===== config.mk =====
export PLATFORM = sky130hd
export DESIGN_NAME = pci_stat_reg
export DESIGN_NICKNAME = d
export VERILOG_FILES = /design/src/rtl/pci_stat_pkg.sv /design/src/rtl/pci_stat_port_dec.sv /design/src/rtl/pci_stat_flags.sv /design/src/rtl/pci_stat_rev.sv /design/src/rtl/pci_stat_reg.sv
export SDC_FILE = /design/constraint.sdc
export NUM_CORES = 1
export LEC_CHECK = 0
export BUFFER_PORTS_ARGS = -buffer_cell sky130_fd_sc_hd__buf_2
export CAP_MARGIN = 20
export CORE_MARGIN = 1.5
export CORE_UTILIZATION = 39
export CTS_CLUSTER_DIAMETER = 80
export DETAILED_ROUTE_END_ITERATION = 8
export GPL_TIMING_DRIVEN = 0
export PLACE_DENSITY_LB_ADDON = 0.05
export SYNTH_ARGS = -nofsm -noshare
export SYNTH_HDL_FRONTEND = slang
export SYNTH_HIERARCHICAL = 1
export SYNTH_SLANG_ARGS = --single-unit

===== constraint.sdc =====
create_clock -name clk_i -period 1.3 [get_ports clk_i]
set_clock_uncertainty 0.2 [all_clocks]
set_input_delay 0.13 -clock clk_i [delete_from_list [all_inputs] [get_ports clk_i]]
set_output_delay 0.13 -clock clk_i [all_outputs]
set_load 0.01 [all_outputs]

===== src/rtl/pci_stat_pkg.sv =====
package pci_stat_pkg;
  localparam int unsigned DATA_W = 32;
  localparam int unsigned BE_W   = DATA_W / 8;
  localparam int unsigned ST_W   = 16;
  localparam int unsigned REV_W  = 8;
  localparam int unsigned DW_W   = 6;

  localparam logic [DW_W-1:0] STAT_DW = 6'h01;
  localparam logic [DW_W-1:0] REV_DW  = 6'h02;

  localparam int unsigned UDF_BIT  = 6;
  localparam int unsigned MDPE_BIT = 8;
  localparam int unsigned STA_BIT  = 11;
  localparam int unsigned RTA_BIT  = 12;
  localparam int unsigned RMA_BIT  = 13;
  localparam int unsigned SSE_BIT  = 14;
  localparam int unsigned DPE_BIT  = 15;

  localparam logic [ST_W-1:0] W1C_MASK  = 16'hF900;
  localparam logic [ST_W-1:0] FIXED_VAL = 16'h0280;

  typedef struct packed {
    logic              wr;
    logic [DW_W-1:0]   dw;
    logic [BE_W-1:0]   be;
    logic [DATA_W-1:0] wdata;
  } cfg_req_t;
endpackage


===== src/rtl/pci_stat_port_dec.sv =====
module pci_stat_port_dec
  import pci_stat_pkg::*;
#(
  parameter bit LOCAL_SIDE = 1'b0
) (
  input  cfg_req_t         req_i,
  output logic [ST_W-1:0]  clr_o,
  output logic             udf_we_o,
  output logic             udf_val_o,
  output logic             rev_we_o,
  output logic [REV_W-1:0] rev_val_o
);
  localparam int unsigned LANES = ST_W / 8;
  localparam int unsigned LANE0 = (DATA_W - ST_W) / 8;

  logic             stat_hit;
  logic [LANES-1:0] lane_en;
  logic [ST_W-1:0]  lane_bits;

  assign stat_hit = req_i.wr && (req_i.dw == STAT_DW);

  for (genvar g = 0; g < LANES; g++) begin : g_lane
    assign lane_en[g] = stat_hit && req_i.be[LANE0+g];
    assign lane_bits[g*8 +: 8] = lane_en[g] ? req_i.wdata[(LANE0+g)*8 +: 8] : 8'h00;
  end

  assign clr_o = lane_bits & W1C_MASK;

  if (LOCAL_SIDE) begin : g_local
    assign udf_we_o  = lane_en[UDF_BIT/8];
    assign udf_val_o = req_i.wdata[DATA_W-ST_W+UDF_BIT];
    assign rev_we_o  = req_i.wr && (req_i.dw == REV_DW) && req_i.be[0];
    assign rev_val_o = req_i.wdata[REV_W-1:0];
  end else begin : g_host
    assign udf_we_o  = 1'b0;
    assign udf_val_o = 1'b0;
    assign rev_we_o  = 1'b0;
    assign rev_val_o = '0;
  end

  logic unused_ok;
  assign unused_ok = ^{req_i.wdata, req_i.be};
endmodule


===== src/rtl/pci_stat_flags.sv =====
module pci_stat_flags
  import pci_stat_pkg::*;
(
  input  logic            clk_i,
  input  logic            rst_ni,
  input  logic [ST_W-1:0] set_i,
  input  logic [ST_W-1:0] clr_i,
  output logic [ST_W-1:0] q_o
);
  for (genvar i = 0; i < ST_W; i++) begin : g_bit
    if (W1C_MASK[i]) begin : g_sticky
      logic q;
      always_ff @(posedge clk_i or negedge rst_ni) begin
        if (!rst_ni)       q <= 1'b0;
        else if (set_i[i]) q <= 1'b1;   // event beats clear
        else if (clr_i[i]) q <= 1'b0;
      end
      assign q_o[i] = q;
    end else begin : g_none
      assign q_o[i] = 1'b0;
    end
  end

  logic unused_ok;
  assign unused_ok = ^(set_i & ~W1C_MASK) ^ ^(clr_i & ~W1C_MASK);
endmodule


===== src/rtl/pci_stat_rev.sv =====
module pci_stat_rev
  import pci_stat_pkg::*;
#(
  parameter logic [REV_W-1:0] REV_INIT = 8'h02
) (
  input  logic             clk_i,
  input  logic             rst_ni,
  input  logic             load_i,
  input  logic [REV_W-1:0] load_val_i,
  input  logic             loc_we_i,
  input  logic [REV_W-1:0] loc_val_i,
  output logic [REV_W-1:0] rev_o
);
  always_ff @(posedge clk_i or negedge rst_ni) begin
    if (!rst_ni)       rev_o <= REV_INIT;
    else if (load_i)   rev_o <= load_val_i;
    else if (loc_we_i) rev_o <= loc_val_i;
  end
endmodule


===== src/rtl/pci_stat_reg.sv =====
module pci_stat_reg
  import pci_stat_pkg::*;
#(
  parameter int unsigned      ADDR_W   = 8,
  parameter logic [REV_W-1:0] REV_INIT = 8'h02
) (
  input  logic              clk_i,
  input  logic              rst_ni,
  input  logic              host_wr_i,
  input  logic [ADDR_W-1:0] host_addr_i,
  input  logic [BE_W-1:0]   host_be_i,
  input  logic [DATA_W-1:0] host_wdata_i,
  output logic [DATA_W-1:0] host_rdata_o,
  input  logic              loc_wr_i,
  input  logic [ADDR_W-1:0] loc_addr_i,
  input  logic [BE_W-1:0]   loc_be_i,
  input  logic [DATA_W-1:0] loc_wdata_i,
  output logic [DATA_W-1:0] loc_rdata_o,
  input  logic              perr_i,
  input  logic              bus_master_i,
  input  logic              perr_resp_en_i,
  input  logic              sig_tabort_i,
  input  logic              rcv_tabort_i,
  input  logic              mabort_i,
  input  logic              serr_i,
  input  logic              addr_perr_i,
  input  logic              tgt_wr_perr_i,
  input  logic              mst_rd_perr_i,
  input  logic              rev_load_i,
  input  logic [REV_W-1:0]  rev_load_val_i
);
  localparam int unsigned NPORT = 2;

  cfg_req_t         req   [NPORT];
  logic [ST_W-1:0]  clr   [NPORT];
  logic             udf_we[NPORT];
  logic             udf_v [NPORT];
  logic             rev_we[NPORT];
  logic [REV_W-1:0] rev_v [NPORT];

  assign req[0] = '{wr: host_wr_i, dw: host_addr_i[DW_W+1:2], be: host_be_i, wdata: host_wdata_i};
  assign req[1] = '{wr: loc_wr_i,  dw: loc_addr_i[DW_W+1:2],  be: loc_be_i,  wdata: loc_wdata_i};

  for (genvar p = 0; p < NPORT; p++) begin : g_port
    pci_stat_port_dec #(.LOCAL_SIDE(p == 1)) u_dec (
      .req_i    (req[p]),
      .clr_o    (clr[p]),
      .udf_we_o (udf_we[p]),
      .udf_val_o(udf_v[p]),
      .rev_we_o (rev_we[p]),
      .rev_val_o(rev_v[p])
    );
  end

  logic [ST_W-1:0] set_vec;
  always_comb begin
    set_vec           = '0;
    set_vec[MDPE_BIT] = perr_i && bus_master_i && perr_resp_en_i;
    set_vec[STA_BIT]  = sig_tabort_i;
    set_vec[RTA_BIT]  = rcv_tabort_i;
    set_vec[RMA_BIT]  = mabort_i;
    set_vec[SSE_BIT]  = serr_i;
    set_vec[DPE_BIT]  = addr_perr_i || tgt_wr_perr_i || mst_rd_perr_i;
  end

  logic [ST_W-1:0] flags;
  pci_stat_flags u_flags (
    .clk_i (clk_i),
    .rst_ni(rst_ni),
    .set_i (set_vec),
    .clr_i (clr[0] | clr[1]),
    .q_o   (flags)
  );

  logic udf_q;
  always_ff @(posedge clk_i or negedge rst_ni) begin
    if (!rst_ni)        udf_q <= 1'b0;
    else if (udf_we[1]) udf_q <= udf_v[1];
  end

  logic [REV_W-1:0] rev_q;
  pci_stat_rev #(.REV_INIT(REV_INIT)) u_rev (
    .clk_i     (clk_i),
    .rst_ni    (rst_ni),
    .load_i    (rev_load_i),
    .load_val_i(rev_load_val_i),
    .loc_we_i  (rev_we[1]),
    .loc_val_i (rev_v[1]),
    .rev_o     (rev_q)
  );

  logic [ST_W-1:0] status;
  assign status = FIXED_VAL | flags | (ST_W'(udf_q) << UDF_BIT);

  function automatic logic [DATA_W-1:0] rd_mux(input logic [DW_W-1:0] dw);
    case (dw)
      STAT_DW: rd_mux = {status, {(DATA_W-ST_W){1'b0}}};
      REV_DW:  rd_mux = {{(DATA_W-REV_W){1'b0}}, rev_q};
      default: rd_mux = '0;
    endcase
  endfunction

  assign host_rdata_o = rd_mux(req[0].dw);
  assign loc_rdata_o  = rd_mux(req[1].dw);

  logic unused_ok;
  assign unused_ok = ^{host_addr_i[1:0], loc_addr_i[1:0], udf_we[0], udf_v[0],
                       rev_we[0], rev_v[0]};
endmodule


==> results of run 1 <==
## final cells by class
cell class / count / area [µm²]
buffer: 45 / 373
inverter: 18 / 67.6
multi-input combinational: 137 / 1030
fill: 325 / 1090
tap: 50 / 62.6
timing repair buffer: 126 / 991
sequential: 15 / 377
clock buffer: 4 / 45.0
## critical path: cells and delay by family
kind	cells	cell delay [ps]
buf+inv	5	580
simple gates	2	400
## cell usage in the layout, fill, tap and decap left out, types with 2 or more instances in the layout
master and n:
dfrtp_1 14, nand2_1 8, and3_1 30, and3_2 3, buf_6 34, buf_2 57, inv_1 15, and3_4 12
conb_1 24, or2_2 3, buf_4 49, buf_8 5, mux2i_1 7, or4b_4 2, clkbuf_8 3, dlygate4sd3_1 24
and2_4 2, nor4_4 2, a21o_1 6, o21ai_1 8, nor3_2 10, and3b_1 3, or2_4 3, inv_2 3
nor2b_2 2
## path summary, 6_finish.rpt
path                                                                from                                        to  cells after the start
worst max-delay path                                       loc_addr_i[5]                           loc_rdata_o[25]                      7
worst min-delay path                                         addr_perr_i  u_flags/g_bit[15].g_sticky.q$_DFFE_PN0P_                      3
worst max register to register  u_flags/g_bit[13].g_sticky.q$_DFFE_PN0P_  u_flags/g_bit[13].g_sticky.q$_DFFE_PN0P_                      2
worst min register to register  u_flags/g_bit[15].g_sticky.q$_DFFE_PN0P_  u_flags/g_bit[15].g_sticky.q$_DFFE_PN0P_                      1
max in group asynchronous                                         rst_ni                u_rev/rev_o[1]$_DFFE_PN1P_                      2
min in group asynchronous                                         rst_ni                u_rev/rev_o[0]$_DFFE_PN0P_                      2
## stage by stage
| stage | TNS [ps] | worst slack, ps |
|---|---|---|
| floorplan | -1260 | -227 |
| global placement | -10290 | -411 |
| detailed placement | -10500 | -442 |
| CTS | -2950 | -115 |
| global route | -6220 | -208 |
| finish | -3330 | -142 |
## sequential cells by signal (all words and copies together), names as in the netlist
name and count:
udf_q 1, u_flags/g_bit.g_sticky.q 6, u_rev/rev_o 8
## routing by layer
metal | global-route usage | up-vias | wire length (µm)
li1 | - | 895 | -
met1 | 0.271 | 812 | 2150
met2 | 0.396 | 84 | 2740
met3 | 0.0329 | 7 | 382
met4 | 0.0575 | 0 | 55
met5 | 0 | - | 0
## power breakdown
part	total, mW	switching, mW	internal, mW
Clock	0.387	0.170	0.217
Combinational	0.472	0.194	0.279
Sequential	0.517	0.0215	0.496
## repair_timing
| action | 4_1_cts | 5_1_grt |
|---|---|---|
| pin swaps | 16 | 8 |
| gates resized for setup | 57 | 30 |
| hold endpoints to repair | 29 | 1 |
| setup buffers | 15 | 0 |
| gates cloned | 3 | 0 |
| endpoints found under the setup margin | 47 | 47 |
==> run metrics, run 1 <==
final hold slack=-50.3 ps; status=finished with violations; clock tree from TritonCTS=built; Worst setup SP type=input port; maximum clock path buffer count=2; mean post-synth cell area=8.29 µm²; clk sinks=15; hold violation count in the final report=1; final antenna-violating net count=0; Critical Path Sink Type=primary output; layout cells sized above 1=0.586; initial antenna violation count=0; post-synthesis cell area=1650 µm²; maximum number of pins on one net before global-route repair=16; number of violations of the max-capacitance limit=0; root buffer cell=clkbuf_8; layout net count=around 460; number of warnings reported in the yosys synthesis log=6; diodes inserted=0; mean number of vias per cell=4.55; number of buffers created by CTS=3; area of all placed cells without fillers=2940 µm²; Post-Syn Instances=199; detailed-routing iteration count for the pre-antenna-repair pass=4; number of buffer cells added on primary ports=84; Util after Layout=0.730; highest ir drop seen on vdd=482 µV; cell area after placement=2220 µm²; register-to-register setup slack=260 ps; Post-route DRC=0; static leakage power=~1.6 nW; number of vias in the routed layout=1798; Arr. time, crit path=around 1100 ps; worst-path cell with the longest stage delay=nor4_4; number of levels in the clock H-tree=1; placed cell count=355; minimum clock period after layout=1440 ps; Placer Congestion=approximately 0.71; later-pin clock latency in the skew report=250 ps; total die area=4630 µm²; Final Routed Wirelength=between 5000 and 6000 µm; cell chain of the critical path=buf_8 > nor4_4 > buf_4 > buf_6 > and2_4 > buf_6 > buf_6; number of standard cells in the layout, taps in and fillers out=395; number of global-route vias before repair=1688; Die Y-Extent=68.1 µm; die outline width=68.1 µm; overflow left after global routing=0; final slew viol count=0; start-to-end type of the worst setup path=in -> out; data required time of the worst path=970 ps; total power after layout=1.38 mW; total track usage=0.220; setup ws final=-142 ps; cell seen most often among critical-path stages=buf_6; power per standard cell area=about 470 nW/µm²; first-pass GRT wire length=7650 µm; Core Region=4030 µm²; HPWL reported at the end of detailed placement=3550 µm; clock transition at the register clock pins on the worst setup and hold paths after CTS=60 ps; Hold/Removal Path Class=in -> reg; largest fanout on the critical path=6; effective utilization at floorplan=0.410; Wirelength per Cell=13.5 µm; period utilisation layout=1.11; f_max=693 MHz; Post-CTS Hold Buffers=24; unrepaired setup endpoints after global routing=true; Area Overhead vs Synth=78.3%; number of rows in the core area=23; final setup vio count=38; drt first-iter violations=42; violations in the final reports=negative hold slack, negative setup slack; I/O pin cnt=175; CP max stage delay=250 ps
Note: power is estimated with default switching activity, not from simulation.
==> run 2, diff against run 1 <==
--- a/config.mk
+++ b/config.mk
@@ -8,12 +8,12 @@
 export BUFFER_PORTS_ARGS = -buffer_cell sky130_fd_sc_hd__buf_2
 export CAP_MARGIN = 20
 export CORE_MARGIN = 1.5
-export CORE_UTILIZATION = 39
+export CORE_UTILIZATION = 31
 export CTS_CLUSTER_DIAMETER = 80
 export DETAILED_ROUTE_END_ITERATION = 8
 export GPL_TIMING_DRIVEN = 0
 export PLACE_DENSITY_LB_ADDON = 0.05
+export RECOVER_POWER = 25
 export SYNTH_ARGS = -nofsm -noshare
 export SYNTH_HDL_FRONTEND = slang
-export SYNTH_HIERARCHICAL = 1
 export SYNTH_SLANG_ARGS = --single-unit
==> run 2 against run 1 <==
Against the previous run:
- power decreased by 2.5%
- register-to-register slack improved by 50 ps
- combinational power decreased by 11%
- via count decreased by 20%
- the flow still finishes with violations (negative hold slack, negative setup slack)
- critical path depth decreased by 1
- flip-flop and latch count unchanged
- largest cell class unchanged
- clock power about the same
- cell area decreased by 17%
- non-clock buffer count decreased by 21
==> run metrics, run 2 <==
status=finished with violations; violations in the final reports=negative hold slack, negative setup slack; register bank with the most flops=u_rev.rev_o; clk sinks=15 (unchanged); flip-flop and latch count after synthesis=15; number of buffers created by CTS=3 (unchanged); number of global-route vias before repair=1300 (-23%); largest registers ranked by flip-flop count=u_rev.rev_o x8, u_flags.g_bit.g_sticky.q x6, udf_q x1; highest ir drop seen on vdd=453 µV (-6.1%); clock tree from TritonCTS=built; Synth top cells by count=buf_4, and2_1, mux2_2; diodes inserted=0 (unchanged); first-pass GRT wire length=6040 µm (-21%); data required time of the worst path=970 ps (about the same); final hold slack=-48.6 ps (+1.74 ps); hold violation count in the final report=1 (unchanged); Post-synth EDFFs=0; power per standard cell area=549 nW/µm² (+17%); maximum number of pins on one net before global-route repair=16 (unchanged); Critical Path Sink Type=primary output; Endpoint, Worst Hold=u_flags.g_bit[15].g_sticky.q$_DFFE_PN0P_; share of flip-flops with an asynchronous set or reset=1.00; I/O pin cnt=175 (unchanged); initial antenna violation count=0 (unchanged); Most used DFF post-synth=dfrtp_1; minimum clock period after layout=1450 ps (+3.91 ps); detailed-routing iteration count for the pre-antenna-repair pass=4 (unchanged); Worst setup SP type=input port; cell accounting for the most synthesized area=dfrtp_1; cells on worst reg2reg path=1 (-1); layout cells sized above 1=0.706 (+0.121); Post-route DRC=0 (unchanged); clock transition at the register clock pins on the worst setup and hold paths after CTS=70 ps (about the same); start-to-end type of the worst setup path=in -> out; drt first-iter violations=29 (-31%); Arr. time, crit path=1120 ps (about the same); root buffer cell=clkbuf_8; number of levels in the clock H-tree=1 (unchanged); mean post-synth cell area=9.64 µm² (+16%); commonest non-fill, non-tap cell in the layout=buf_2; Placer Congestion=0.671 (-5.4%); Post-CTS Hold Buffers=7 (-71%); unrepaired setup endpoints after global routing=true; CP max stage delay=290 ps (+40 ps); number of warnings reported in the yosys synthesis log=0 (-6); final antenna-violating net count=0 (unchanged); later-pin clock latency in the skew report=250 ps (about the same); Worst Min Path Start=mst_rd_perr_i; final slew viol count=0 (unchanged); unique cell type count in the Yosys netlist=23; Die Y-Extent=67.8 µm (-0.38%); worst-case setup slack after placement=-416 ps (+26.2 ps); f_max=691 MHz (-0.27%); largest fanout on the critical path=4 (-2); mean number of vias per cell=4.35 (-4.4%); terminus of the critical flop-to-flop path=u_rev.rev_o[6]$_DFFE_PN0P_; layout net count=391 (-14%); number of vias in the routed layout=1432 (-20%); Hold/Removal Path Class=in -> reg; share of synthesized area occupied by flip-flops and latches=0.289; summed negative setup slack over all endpoints=-4800 ps (-1470 ps); setup ws final=-146 ps (-3.91 ps); final setup vio count=45 (+18%); Core Region=4030 µm² (unchanged); cell chain of the critical path=buf_6 > nor4_4 > buf_4 > clkbuf_8 > and3_1 > buf_2; effective utilization at floorplan=0.323 (-0.0866); number of buffer cells added on primary ports=92 (+9.5%); register-to-register setup slack=310 ps (+50 ps); maximum clock path buffer count=2 (unchanged); share of Yosys cell area claimed by the top area cell type=0.269; Util after Layout=0.607 (-0.123); total track usage=0.176 (-0.0440); cells taking the most area after synthesis=dfrtp_1, buf_4, mux2_2; Post-Syn Instances=135 (-32%); post-synthesis cell area=1300 µm² (-21%); top library cells by usage in the layout, fill and taps aside=buf_2, buf_4, buf_6; Wirelength per Cell=12.6 µm (-6.4%); period utilisation layout=1.11 (+0.00301); total die area=4600 µm² (-0.76%); cell with the most instances after synthesis=buf_4; number of rows in the core area=23 (unchanged); r2r startpoint=u_rev.rev_o[6]$_DFFE_PN0P_; overflow left after global routing=0 (unchanged); static leakage power=1.30 nW (-20%); Area Overhead vs Synth=88.0%; hold path cells=3 (unchanged); worst-path cell with the longest stage delay=nor4_4; Final Routed Wirelength=4150 µm (-22%); number of violations of the max-capacitance limit=0 (unchanged); flip-flop count of the largest register after layout=8 (unchanged); die outline width=67.8 µm (-0.38%)
run 2: changes by cell type in the layout (fill, tap and decap cells not counted), moves of 7 or more:
cell	delta
and3_1	-24
nand2_1	-8
o21ai_1	-8
and2_4	+12
buf_4	-13
mux2i_1	-7
nand4_1	+13
buf_2	+8
dlygate4sd3_1	-17
mux2_2	+16
inv_1	-15
nor3_2	-10
run 2: routing by layer:
metal  share of wire  wire [µm]  vias to the layer above  global-route usage
met5               0          0                        -                   0
met4           0.010         42                        0              0.0650
met1            0.41       1700                      643               0.224
met2            0.48       2000                       77               0.292
met3           0.098        405                        4              0.0350
li1                -          -                      708                   -
run 2: power breakdown:
group / total (mW) / leakage [nW] / internal (mW) / switching, mW
Clock: 0.390 / 0.0255 / 0.212 / 0.178
Combinational: 0.419 / 1.11 / 0.248 / 0.171
Sequential: 0.533 / 0.159 / 0.506 / 0.0269
Total: 1.34 / 1.30 / 0.967 / 0.375
run 2: cell type report:
class	count	area, µm²
Tap cell	50	62.6
Multi-Input combinational cell	110	843
Timing Repair Buffer	111	815
Clock inverter	1	5.00
Sequential cell	15	377
Clock buffer	3	41.3
Fill cell	382	1580
Buffer	39	303
run 2: worst max path at each step:
stage | start | end | slack [ps] | depth (start not counted)
after CTS | loc_addr_i[5] | loc_rdata_o[25] | -180 | 7
after detailed placement | loc_addr_i[6] | loc_rdata_o[25] | -420 | 6
after floorplan | loc_addr_i[6] | loc_rdata_o[25] | -60 | 4
after global routing | host_addr_i[4] | host_rdata_o[2] | -220 | 5
after global placement | loc_addr_i[6] | loc_rdata_o[25] | -420 | 6
final | host_addr_i[4] | host_rdata_o[24] | -150 | 6
run 2: critical path, delay by kind of cell:
family	cells	cell delay, ps
buf+inv	4	550
simple gates	2	440
run 2: what timing repair did:
action | 4_1_cts | 5_1_grt
gates resized for setup | 47 | 15
setup endpoints to repair | 46 | 47
buffers inserted | 10 | 1
pin swaps | 19 | 14
cloned | 2 | 0
hold endpoints to repair | 22 | 1
run 2: logic make-up after synthesis:
group | count (synthesis) | share of synthesized area
multiplexers | 17 | 0.147
AND/OR/NAND/NOR | 56 | 0.308
buffers and inverters | 39 | 0.206
other | 1 | 0.00288
flip-flops | 15 | 0.289
AO/OA/AOI/OAI | 7 | 0.0471
run 2: through the flow:
stage | hold slack [ps] | power, mW | instances | area (µm²)
floorplan | -366 | 0.745 | 164 | 1440
global placement | -130 | 0.878 | 306 | 1960
detailed placement | -135 | 0.884 | 306 | 1960
CTS | -49.8 | 1.34 | 328 | 2390
global route | -15.0 | 1.42 | 329 | 2450
finish | -48.6 | 1.34 | 329 | 2450
==> run 3, diff against run 2 <==
--- a/config.mk
+++ b/config.mk
@@ -14,6 +14,7 @@
 export GPL_TIMING_DRIVEN = 0
 export PLACE_DENSITY_LB_ADDON = 0.05
 export RECOVER_POWER = 25
+export SETUP_SLACK_MARGIN = 0.3
 export SYNTH_ARGS = -nofsm -noshare
 export SYNTH_HDL_FRONTEND = slang
 export SYNTH_SLANG_ARGS = --single-unit
==> run 3 against run 2 <==
Against the previous run:
- the flow still finishes with violations (negative hold slack, negative setup slack)
- clock power increased by 4%
- sequential power barely moved
- power grew 2.1%
- critical path type unchanged
- cell area up 3.2%
- hold slack worse by 88 ps
- flip-flop and latch count stayed put
- combinational power increased by 2%
- critical path depth decreased by 1
- worst setup slack got worse by 57 ps
- via count is 2.0% lower
==> run metrics, run 3 (same netlist as run 2, synthesis figures left out) <==
number of rows in the core area=23 (unchanged); minimum clock period after layout=1500 ps (+56.6 ps); period utilisation layout=1.16 (+0.0435); largest fanout on the critical path=8 (+4); Worst setup SP type=input port; number of vias in the routed layout=1403 (-2.0%); largest registers ranked by flip-flop count=u_rev.rev_o x8, u_flags.g_bit.g_sticky.q x6, udf_q x1; worst path bufs/invs=2 (-2); root buffer cell=clkbuf_8; Area Overhead vs Synth=93.9%; highest ir drop seen on vdd=319 µV (-30%); number of buffer cells added on primary ports=92 (unchanged); Placer Congestion=0.756 (+13%); later-pin clock latency in the skew report=250 ps (about the same); Hold/Removal Path Class=in -> reg; data required time of the worst path=970 ps (about the same); final setup vio count=34 (-24%); worst-case setup slack after placement=-469 ps (-53.4 ps); maximum clock path buffer count=2 (unchanged); Arr. time, crit path=1170 ps (+50 ps); status=finished with violations; Wirelength per Cell=12.6 µm (-0.36%); cell chain of the critical path=buf_6 > nor4_4 > and3b_2 > and2_4 > buf_6; FILL cells=361 (-5.5%); final antenna-violating net count=0 (unchanged); clk sinks=15 (unchanged); total track usage=0.178 (+0.00294); Multi-input gate area=913 µm² (+8.3%); die outline width=67.8 µm (unchanged); Final Routed Wirelength=4050 µm (-2.5%); mean number of vias per cell=4.36 (+0.10%); clock transition at the register clock pins on the worst setup and hold paths after CTS=70 ps (about the same); Post-CTS Hold Buffers=1 (-6); Critical Path Sink Type=primary output; Die Y-Extent=67.8 µm (unchanged); overflow left after global routing=0 (unchanged); diodes inserted=0 (unchanged); commonest non-fill, non-tap cell in the layout=buf_2; cell seen most often among critical-path stages=buf_6; CP max stage delay=360 ps (+70 ps); number of global-route vias before repair=1281 (-1.5%); register bank with the most flops=u_rev.rev_o; f_max=665 MHz (-3.8%); total die area=4600 µm² (unchanged); top library cells by usage in the layout, fill and taps aside=buf_2, buf_6, buf_4; clock tree from TritonCTS=built; hold violation count in the final report=6 (+5); number of violations of the max-capacitance limit=0 (unchanged); layout net count=384 (-1.8%); HPWL reported at the end of detailed placement=roughly 2900 µm; static leakage power=1.30 nW (+0.53%); worst-path cell with the longest stage delay=and3b_2; setup ws final=-203 ps (-56.6 ps); drt first-iter violations=41 (+41%); final slew viol count=0 (unchanged); placed cell count=306 (unchanged); layout cells sized above 1=0.750 (+0.0439); I/O pin cnt=175 (unchanged); number of levels in the clock H-tree=1 (unchanged); CP delay by family, top=simple AND/OR/NAND/NOR gates; final hold slack=-137 ps (-88.3 ps); Post-route DRC=0 (unchanged); initial antenna violation count=0 (unchanged); start-to-end type of the worst setup path=in -> out; maximum number of pins on one net before global-route repair=16 (unchanged); area occupied by registers=377 µm² (unchanged); flip-flop count of the largest register after layout=8 (unchanged); number of standard cells in the layout, taps in and fillers out=322 (-2.1%); unrepaired setup endpoints after global routing=true; Core Region=4030 µm² (unchanged); effective utilization at floorplan=0.323 (unchanged); violations in the final reports=negative hold slack, negative setup slack; power per standard cell area=543 nW/µm² (-1.1%); first-pass GRT wire length=6070 µm (+0.46%); number of buffers created by CTS=3 (unchanged); detailed-routing iteration count for the pre-antenna-repair pass=4 (unchanged)
[run 3: cell types whose count changed in the layout (fill, tap and decap cells not counted), sizes merged]
cell	delta
dlygate4sd3	-6
clkbuf	-1
[run 3: metal layers]
layer / share of wire / track usage / routed length [µm]
met5: 0 / 0 / 0
met4: 0.018 / 0.0675 / 74
met3: 0.095 / 0.0350 / 386
met2: 0.47 / 0.283 / 1900
met1: 0.42 / 0.239 / 1690
[run 3: final cells by class]
cell class                      instances  share of cell area
Timing Repair Buffer                  104               0.327
Multi-Input combinational cell        110               0.362
Sequential cell                        15               0.149
Buffer                                 39               0.119
Clock buffer                            3              0.0164
Tap cell                               50              0.0248
Clock inverter                          1             0.00198
[run 3: worst paths after layout]
path                                                          start                                       end  slack (ps)  depth (start not counted)
setup / recovery                                      loc_addr_i[5]                            loc_rdata_o[1]        -200                          5
hold / removal                                               serr_i  u_flags.g_bit[14].g_sticky.q$_DFFE_PN0P_        -140                          2
setup reg to reg                                  udf_q$_DFFE_PN0P_                         udf_q$_DFFE_PN0P_         320                          1
hold reg to reg            u_flags.g_bit[14].g_sticky.q$_DFFE_PN0P_  u_flags.g_bit[14].g_sticky.q$_DFFE_PN0P_         340                          1
max in group asynchronous                                    rst_ni                u_rev.rev_o[1]$_DFFE_PN1P_         450                          2
min in group asynchronous                                    rst_ni  u_flags.g_bit[15].g_sticky.q$_DFFE_PN0P_         130                          2
[run 3: power by group]
part	total, mW	internal, mW	switching, mW
Sequential	0.534	0.506	0.0282
Combinational	0.429	0.259	0.170
Clock	0.406	0.213	0.193
Total	1.37	0.978	0.392
[run 3: per-stage QoR]
| step | area [µm²] | power, mW | util | setup TNS [ps] |
|---|---|---|---|---|
| 2_1_floorplan | 1470 | 0.751 | - | -604 |
| 6_report | 2520 | 1.37 | 0.626 | -4860 |
| 4_1_cts | 2440 | 1.37 | 0.607 | -5480 |
| 3_3_place_gp | 1990 | 0.881 | 0.495 | -16890 |
| 5_1_grt | 2520 | 1.46 | 0.626 | -7450 |
| 3_5_place_dp | 1990 | 0.886 | 0.495 | -17040 |
[run 3: timing repair]
action	in CTS	in global routing
pin swaps	18	11
endpoints found under the hold margin	21	6
buffers inserted	8	1
endpoints found under the setup margin	49	49
gates cloned	2	0
gates resized for setup	62	17
